## config.mk

```make
export PLATFORM = sky130hd
export DESIGN_NAME = dp_depuncture
export DESIGN_NICKNAME = d
export VERILOG_FILES = /design/src/rtl/dp_pkg.sv /design/src/rtl/dp_map.sv /design/src/rtl/dp_col_ctr.sv /design/src/rtl/dp_softq.sv /design/src/rtl/dp_depuncture.sv
export SDC_FILE = /design/constraint.sdc
export NUM_CORES = 1
export LEC_CHECK = 0
export BUFFER_PORTS_ARGS = -buffer_cell sky130_fd_sc_hd__buf_4
export CORE_MARGIN = 2
export CORE_UTILIZATION = 50
export CTS_BUF_LIST = sky130_fd_sc_hd__clkbuf_4 sky130_fd_sc_hd__clkbuf_8 sky130_fd_sc_hd__clkbuf_16
export CTS_CLUSTER_DIAMETER = 200
export DETAILED_ROUTE_END_ITERATION = 6
export PLACE_DENSITY = 0.69
export SYNTH_ARGS = -nofsm -noshare
export SYNTH_HDL_FRONTEND = slang
export SYNTH_SLANG_ARGS = --single-unit
export TNS_END_PERCENT = 1
```

## constraint.sdc

```tcl
create_clock -name clk -period 11.05 [get_ports clk]
set_input_delay 1.105 -clock clk [delete_from_list [all_inputs] [get_ports clk]]
set_output_delay 1.105 -clock clk [all_outputs]
set_load 0.05 [all_outputs]
```

## src/rtl/dp_pkg.sv

```systemverilog
package dp_pkg;
    parameter int SOFT_W     = 3;
    parameter int MAX_PERIOD = 7;
    parameter int RATE_W     = 3;

    localparam int COL_W  = $clog2(MAX_PERIOD);
    localparam int MASK_W = 1 << COL_W;

    typedef logic [SOFT_W-1:0] soft_t;
    typedef logic [COL_W-1:0]  col_t;
    typedef logic [MASK_W-1:0] mask_t;
    typedef logic [RATE_W-1:0] rsel_t;

    // Mid-scale soft value: no preference for 0 or 1.
    localparam soft_t NEUTRAL = soft_t'(1 << (SOFT_W - 1));

    typedef enum logic [RATE_W-1:0] {
        RATE_1_2 = 3'd0,
        RATE_2_3 = 3'd1,
        RATE_3_4 = 3'd2,
        RATE_5_6 = 3'd3,
        RATE_7_8 = 3'd4
    } rate_e;

    typedef struct packed {
        logic keep_x;
        logic keep_y;
    } keep_t;

    typedef struct packed {
        soft_t g1;
        soft_t g2;
        logic  era1;
        logic  era2;
    } branch_t;

    function automatic col_t period_of(rsel_t r);
        case (r)
            RATE_2_3: return col_t'(2);
            RATE_3_4: return col_t'(3);
            RATE_5_6: return col_t'(5);
            RATE_7_8: return col_t'(7);
            default:  return col_t'(1);
        endcase
    endfunction

    // Bit c of a mask stands for pattern column c.
    function automatic mask_t x_mask(rsel_t r);
        case (r)
            RATE_2_3: return mask_t'(8'b0000_0001);
            RATE_3_4: return mask_t'(8'b0000_0101);
            RATE_5_6: return mask_t'(8'b0001_0101);
            RATE_7_8: return mask_t'(8'b0101_0001);
            default:  return mask_t'(8'b0000_0001);
        endcase
    endfunction

    function automatic mask_t y_mask(rsel_t r);
        case (r)
            RATE_2_3: return mask_t'(8'b0000_0011);
            RATE_3_4: return mask_t'(8'b0000_0011);
            RATE_5_6: return mask_t'(8'b0000_1011);
            RATE_7_8: return mask_t'(8'b0010_1111);
            default:  return mask_t'(8'b0000_0001);
        endcase
    endfunction
endpackage

```

## src/rtl/dp_map.sv

```systemverilog
module dp_map
    import dp_pkg::*;
(
    input  rsel_t      rate_i,
    input  col_t       col_i,
    output keep_t      keep_o,
    output col_t       period_o,
    output logic [1:0] need_o
);
    mask_t xm;
    mask_t ym;

    always_comb begin
        xm            = x_mask(rate_i);
        ym            = y_mask(rate_i);
        keep_o.keep_x = xm[col_i];
        keep_o.keep_y = ym[col_i];
        period_o      = period_of(rate_i);
        need_o        = {1'b0, keep_o.keep_x} + {1'b0, keep_o.keep_y};
    end
endmodule

```

## src/rtl/dp_col_ctr.sv

```systemverilog
module dp_col_ctr
    import dp_pkg::*;
(
    input  logic clk,
    input  logic rst,
    input  col_t phase_i,
    input  col_t period_i,
    input  logic adv_i,
    output col_t col_o
);
    col_t col_q;

    always_ff @(posedge clk) begin
        if (rst) begin
            col_q <= (phase_i < period_i) ? phase_i : '0;
        end else if (adv_i) begin
            col_q <= (col_q == period_i - col_t'(1)) ? '0 : col_q + col_t'(1);
        end
    end

    assign col_o = col_q;
endmodule

```

## src/rtl/dp_softq.sv

```systemverilog
module dp_softq
    import dp_pkg::*;
#(
    parameter int DEPTH = 3,
    localparam int CNT_W = $clog2(DEPTH + 1)
) (
    input  logic             clk,
    input  logic             rst,
    input  logic             push_i,
    input  soft_t            push_d0_i,
    input  soft_t            push_d1_i,
    input  logic [1:0]       pop_n_i,
    output logic [CNT_W-1:0] cnt_o,
    output soft_t            head0_o,
    output soft_t            head1_o
);
    soft_t            q_q [DEPTH];
    soft_t            q_d [DEPTH];
    logic [CNT_W-1:0] cnt_q;
    logic [CNT_W-1:0] cnt_d;
    logic [CNT_W-1:0] after_pop;

    always_comb begin
        after_pop = cnt_q - CNT_W'(pop_n_i);
        cnt_d     = after_pop;
        for (int k = 0; k < DEPTH; k++) begin
            q_d[k] = '0;
            for (int j = 0; j < DEPTH; j++) begin
                if (j == k + int'(pop_n_i)) q_d[k] = q_q[j];
            end
        end
        if (push_i) begin
            for (int k = 0; k < DEPTH; k++) begin
                if (k == int'(after_pop))     q_d[k] = push_d0_i;
                if (k == int'(after_pop) + 1) q_d[k] = push_d1_i;
            end
            cnt_d = after_pop + CNT_W'(2);
        end
    end

    always_ff @(posedge clk) begin
        if (rst) begin
            cnt_q <= '0;
            for (int k = 0; k < DEPTH; k++) q_q[k] <= '0;
        end else begin
            cnt_q <= cnt_d;
            for (int k = 0; k < DEPTH; k++) q_q[k] <= q_d[k];
        end
    end

    assign cnt_o   = cnt_q;
    assign head0_o = q_q[0];
    assign head1_o = q_q[1];
endmodule

```

## src/rtl/dp_depuncture.sv

```systemverilog
module dp_depuncture
    import dp_pkg::*;
#(
    parameter int QDEPTH = 3,
    localparam int CNT_W = $clog2(QDEPTH + 1)
) (
    input  logic              clk,
    input  logic              rst,
    input  logic [RATE_W-1:0] rate_sel_i,
    input  logic [COL_W-1:0]  phase_i,
    input  logic              sym_valid_i,
    input  logic [SOFT_W-1:0] sym_i_i,
    input  logic [SOFT_W-1:0] sym_q_i,
    output logic              sym_ready_o,
    output logic              br_valid_o,
    output logic [SOFT_W-1:0] br_g1_o,
    output logic [SOFT_W-1:0] br_g2_o,
    output logic              br_era1_o,
    output logic              br_era2_o
);
    col_t             col;
    col_t             period;
    keep_t            keep;
    logic [1:0]       need;
    logic [1:0]       pop_n;
    logic [CNT_W-1:0] fill;
    soft_t            head0;
    soft_t            head1;
    logic             fire;
    logic             push;
    branch_t          br_d;
    branch_t          br_q;
    logic             valid_q;

    dp_map u_map (
        .rate_i   (rate_sel_i),
        .col_i    (col),
        .keep_o   (keep),
        .period_o (period),
        .need_o   (need)
    );

    dp_col_ctr u_col (
        .clk      (clk),
        .rst      (rst),
        .phase_i  (phase_i),
        .period_i (period),
        .adv_i    (fire),
        .col_o    (col)
    );

    dp_softq #(.DEPTH(QDEPTH)) u_q (
        .clk       (clk),
        .rst       (rst),
        .push_i    (push),
        .push_d0_i (sym_i_i),
        .push_d1_i (sym_q_i),
        .pop_n_i   (pop_n),
        .cnt_o     (fill),
        .head0_o   (head0),
        .head1_o   (head1)
    );

    always_comb begin
        fire        = int'(fill) >= int'(need);
        pop_n       = fire ? need : 2'd0;
        sym_ready_o = (int'(fill) - int'(pop_n)) <= (QDEPTH - 2);
        push        = sym_valid_i && sym_ready_o;

        br_d.g1   = keep.keep_x ? head0 : NEUTRAL;
        br_d.g2   = keep.keep_y ? (keep.keep_x ? head1 : head0) : NEUTRAL;
        br_d.era1 = !keep.keep_x;
        br_d.era2 = !keep.keep_y;
    end

    always_ff @(posedge clk) begin
        if (rst) begin
            valid_q <= 1'b0;
            br_q    <= '0;
        end else begin
            valid_q <= fire;
            if (fire) br_q <= br_d;
        end
    end

    assign br_valid_o = valid_q;
    assign br_g1_o    = br_q.g1;
    assign br_g2_o    = br_q.g2;
    assign br_era1_o  = br_q.era1;
    assign br_era2_o  = br_q.era2;
endmodule

```

### Yosys cells after proc, flatten, opt, wreduce, memory -nomap -nowiden

Memory sizes are Yosys's and may differ from the RTL's.
Index checks and enable logic that the tools add are counted.

| operators by class | value |
|---|---|
| add/sub/neg operators | 9 |
| order comparisons | 4 |
| eq/ne operators | 15 |
| multiplexer cells | 38 |
| bitwise operators | 3 |
| reductions and logical operators | 10 |

Operators by type and width:

| cell | count |
|---|---|
| zero test 32 bit | 4 |
| == test 2 x 32 -> 1 bit (first input constant) | 3 |
| == test 3 x 32 -> 1 bit (first input constant) | 3 |
| two-way mux 3 bit | 25 |
| one-hot mux 7 bit (3 select lines) | 1 |
| one-hot mux 6 bit (3 select lines) | 1 |
| one-hot mux 3 bit (4 select lines) | 1 |
| two-way mux 9 bit | 1 |
| == test 2 bit (first input constant) | 4 |
| binary-select mux 1 bit (select 3 bit) | 2 |
| == test 3 x 2 -> 1 bit (second input constant) | 2 |
| two-way mux 1 bit | 5 |
| less-than comparator 3 x 4 -> 1 bit (second input constant) | 1 |
| two-way mux 2 bit | 2 |
| adder 1 x 2 -> 3 bit (first input constant) | 1 |
| adder 2 x 1 -> 3 bit (second input constant) | 1 |
| adder 2 x 2 -> 3 bit (first input constant) | 1 |
| adder 3 x 1 -> 3 bit (second input constant) | 1 |
| == test 3 x 1 -> 1 bit (second input constant) | 1 |
| == test 3 bit | 1 |
| == test 3 bit (second input constant) | 1 |
| <= comparator 3 x 2 -> 1 bit (second input constant) | 1 |
| less-than comparator 3 bit | 1 |
| bitwise OR 1 bit | 3 |
| 11 further kinds | 12 |

| word-level totals | value |
|---|---|
| bits in registers | 14 |
| bits in writable memories | 9 |
| input bits | 15 |
| output and inout bits | 10 |
| word-level logic and storage cells | 87 |
| memories kept | 1 |

Memory list:

| name | words | width | read ports | clocked after memory_dff | wr ports | line | text |
|---|---|---|---|---|---|---|---|
| u_q.q_q | 3 | 3 | 3 | 0 | 3 | dp_softq.sv:17 | `soft_t q_q [DEPTH];` |

### Logic depth before layout (Yosys ltp)

| depth | value |
|---|---|
| depth in word-level cells | 17 |
| gate-level depth with buffers | 17 |
| depth with buffers taken out | 15 |

### Modules after synthesis

Synthesis repeated with hierarchy kept, for this count alone.

| second synthesis, totals | value |
|---|---|
| cell total of the unflattened synthesis | 183 |
| area, all modules | 1735.4 sq um |

Modules (own cells, without submodules):

| module | times used | cells an instance | area an instance (sq um) | sequential area each (sq um) |
|---|---|---|---|---|
| dp_softq | 1 | 79 | 740.7 | 220.2 |
| dp_depuncture | 1 | 55 | 554.3 | 180.2 |
| dp_col_ctr | 1 | 28 | 301.5 | 90.1 |
| dp_map | 1 | 21 | 138.9 | 0.0 |

### Worst setup path before layout

Ideal clock, no wire load.

| timing path | value |
|---|---|
| path type | input -> output |
| from | in rate_sel_i[1] |
| to | out sym_ready_o |
| data arrival time | 4560 ps |
| required time | 9945 ps |
| path slack | 5385 ps |
| stages on the path | 14 |
| path buffers | 2 |
| path through | buf_6 > o21bai_1 > a21oi_1 > a221o_1 > ha_1 > ha_1 > nand2b_1 > a21o_1 > clkbuf_1 > nand2_1 > inv_1 > fa_1 > xnor2_1 > a21oi_1 |

| between the ends | value |
|---|---|
| cells in the longest elaborated chain, start to end | 10 |
| elaborated cells between the ends (all ways) | 16 |
| those cells by class | 2 x add/sub; 2 x order compare; 4 x eq/ne; 7 x mux; 1 x reduce/logical |

Ends and longest elaborated chain:

| what | line | text |
|---|---|---|
| start, declared | dp_depuncture.sv:9 | `input logic [RATE_W-1:0] rate_sel_i,` |
| == test 3 x 1 -> 1 bit or == test 3 x 2 -> 1 bit (tied branches) | dp_pkg.sv:59, dp_pkg.sv:49 |  |
| OR reduction 2 bit (no source line) | -- |  |
| one-hot mux 6 bit (3 select lines) | dp_pkg.sv:59 | `case (r)` |
| binary-select mux 1 bit (select 3 bit) | dp_map.sv:17 | `keep_o.keep_y = ym[col_i];` |
| two-way mux 1 bit (not written as such) | dp_map.sv:17 |  |
| adder 1 x 1 -> 2 bit * | dp_map.sv:19 | `need_o = {1'b0, keep_o.keep_x} + {1'b0, keep_o.keep_y};` |
| >= comparator 2 bit | dp_depuncture.sv:65 | `fire = int'(fill) >= int'(need);` |
| two-way mux 2 bit * | dp_depuncture.sv:66 | `pop_n = fire ? need : 2'd0;` |
| subtractor 2 x 2 -> 3 bit * | dp_depuncture.sv:67 | `sym_ready_o = (int'(fill) - int'(pop_n)) <= (QDEPTH - 2);` |
| <= comparator 3 x 2 -> 1 bit * | dp_depuncture.sv:67 |  |
| end, declared | dp_depuncture.sv:14 | `output logic sym_ready_o,` |

Mark *: on every way between the ends. The rest lies on a longest branch, timed or not. The select of a mux whose other input is x is not followed.

### Worst setup path in the final report

Same ends and word-level chain as after synthesis.

==> run_results.csv <==
group,metric,value,unit
run_status,status,"finished, final reports clean",
yosys,synth.largest_area_cell,"dfxtp_1",
clock_tree,cts-root-buf,"clkbuf_4",
yosys,synth_cell_types,43,
timing,fmax,170,MHz
timing,fin_skew,0.00472,ns
yosys,syn_avg_cell_area,8.21,sq um
worst_setup_path,cpPeakStageDelay,0.54,ns
timing,worst_slack,5.18,ns
grt,grt_max_degree,25,
yosys,synth_edf_count,3,
route,drcViolationCount,0,
route,via_per_inst,5.91,
timing,post-route-period-util,53.1,%
yosys,synth_seq_cells,23,
worst_setup_path,cp_num_buf_inv,2,
grt,antenna_found_initial,0,
grt,grt_usage,20.3,%
clock_tree,cts_hold_buf,0,
worst_setup_path,crit_path_frequent_cell,"ha_1",
worst_setup_path,cp.required,9.95,ns
timing,setup_tns,0,ns
route,postRouteAntennaNets,0,
die,ioPinCount,25,
route,wirelength,3.38,mm
worst_setup_path,end_kind,"output port",
yosys,syn_nets,212,
timing,period_needed,5.87,ns
die,die_area,0.00355,sq mm
yosys,yosys.area.top_type_share,26.0,%
die,die_h,59.5,um
place,port-buffer-count,24,
grt,grt_pass1_vias,1292,
run,max_cap_viol_count,0,
timing,tightestPinTransition,0.988,ns
yosys,syn_inst,188,
worst_hold_path,hold_path_class,"flop to flop",
clock_tree,clock_latency,0.31,ns
worst_setup_path,path_class,"input port to output port",
worst_setup_path,path_cells,"buf_4 -> or3b_2 -> a21oi_1 -> a221o_1 -> ha_1 -> ha_1 -> nand2b_1 -> a21o_1 -> and2_1 -> ha_1 -> fa_1 -> nor3_1 -> a21oi_1 -> buf_4",
grt,gr-total-overflow,0,
route,wl_per_cell,14.2,um
place,post-place-ws,5.20,ns
timing,hold_violations,0,
yosys,synth-main-ff-cell,"dfxtp_1",
clock_tree,htree_levels,1,
route,via_count,1413,
grt,grt_pass1_wl,5.49,mm
worst_setup_path,crit_family,"adder cells",
place,place_hpwl,2.55,mm
timing,slew_headroom,34.1,%
die,die_w,59.5,um
place,place.gp.congestion,0.794,
timing,rsz0062_at_grt,"no",
worst_setup_path,arrival,4.77,ns
die,core_area,0.00300,sq mm
die,start_util,51.4,%
route,drt-pass1-iter-count,4,
clock_tree,post_cts_buffers,0,
timing,setup_violations,0,
yosys,ys_async_sr_fraction,0,%
route,drt_iter0_drc,64,
yosys,synth.area.top_cells,"dfxtp_1 26%, ha_1 6.5%, edfxtp_1 5.8%, nor2_1 5.1%, a21oi_1 4.9%",
clock_tree,numCtsBuffers,3,
clock_tree,cts_tree,"done",
cells_and_area,drive_gt1_share,18.0,%
clock_tree,cts_resized,0,
clock_tree,path_clk_slew,0.13,ns
worst_setup_path,critPathSlowestCell,"fa_1",
yosys,synth-seq-area-share,31.8,%
clock_tree,clk_path_buf_depth,2,
clock_tree,cts_sinks,23,
worst_setup_path,critPathMaxFanout,17,
yosys,post-synth-top-count-cell,"nor2_1",
yosys,synth_warnings,0,
cells_and_area,antenna_cells,0,
yosys,synth_commonest_cells,"21 x nor2_1, 20 x dfxtp_1, 17 x nand2_1",
worst_setup_path,worstSetupStartpointType,"input port",
yosys,synth_area,0.00154,sq mm
cells_and_area,area_growth_syn_to_layout,12.1,%
cells_and_area,nNetsFinal,231,
timing,finalMaxSlewViolations,0,
die,row_count,20,
[final cells by class]
class / instances / area, sq um
timing repair buffer: 24 / 180
sequential: 23 / 490
inverter: 9 / 33.8
clock buffer: 3 / 22.5
tap: 33 / 41.3
multi-input combinational: 146 / 956
fill: 285 / 1270
clock inverter: 1 / 5.00
[cells by family (layout without fill, tap and decap cells)]
| logic type | Yosys count | after routing | share of synthesized area [%] |
|---|---|---|---|
| buffers and inverters | 19 | 37 | 6.24 |
| muxes | 3 | 3 | 1.95 |
| adders and majority gates | 9 | 9 | 7.79 |
| xor gates and xnor gates | 5 | 5 | 2.84 |
| and+or+nand+nor | 69 | 69 | 22.5 |
| AOI/OAI and AO/OA | 60 | 60 | 26.9 |
| DFF | 23 | 23 | 31.8 |
[metal layers]
layer	GRT usage (%)	routed length [um]
met5	0	0
met2	36.4	1690
met3	2.84	107
met1	24.9	1540
met4	6.03	42
[tightest hold or removal path, delay by kind of cell (launching register included)]
family / cells / cell delay [ns]
DFF: 1 / 0.33
and+or+nand+nor: 1 / 0.05
AOI/OAI and AO/OA: 1 / 0.05
[state kept, by name (all words and copies together), names as in the netlist]
| register | flops |
|---|---|
| br_era1_o | 1 |
| br_era2_o | 1 |
| br_g1_o | 3 |
| br_g2_o | 3 |
| br_valid_o | 1 |
| u_col.col_o | 3 |
| u_q.cnt_o | 2 |
| u_q.q_q | 9 |
[path summary, 6_finish.rpt]
kind / from / end / slack [ns] / cells after the start
max: rate_sel_i[1] / sym_ready_o / 5.18 / 14
min reg2reg: br_g1_o[1] / br_g1_o[1] / 0.46 / 2
min: br_g1_o[1] / br_g1_o[1] / 0.46 / 2
max reg2reg: u_col.col_o[1] / u_q.q_q[0][2] / 6.69 / 14
[placed cells by master, fill, tap and decap left out, types with 4 or more instances in the layout]
master and instances:
buf_4 24, nor2_1 21, dfxtp_1 20, nand2_1 17
a21oi_1 15, inv_1 9, nor3_1 8, o22ai_1 8
ha_1 8, a31oi_1 6, nor2b_1 6, xnor2_1 5
o21ai_0 5, a22oi_1 5, a21o_1 4, nand3_1 4
[metrics by stage]
stage	hold WS (ns)	utilization, %	area [sq um]	std cells
3_3_place_gp	0.445	56.7	1700	235
5_1_grt	0.483	57.6	1730	239
2_1_floorplan	0.469	-	1540	188
4_1_cts	0.470	57.6	1730	239
3_5_place_dp	0.451	56.7	1700	235
6_report	0.464	57.6	1730	239
Power is left out: the tool's default activity adds up to more than one toggle a clock period on the data nets, which glitch-free logic cannot reach.
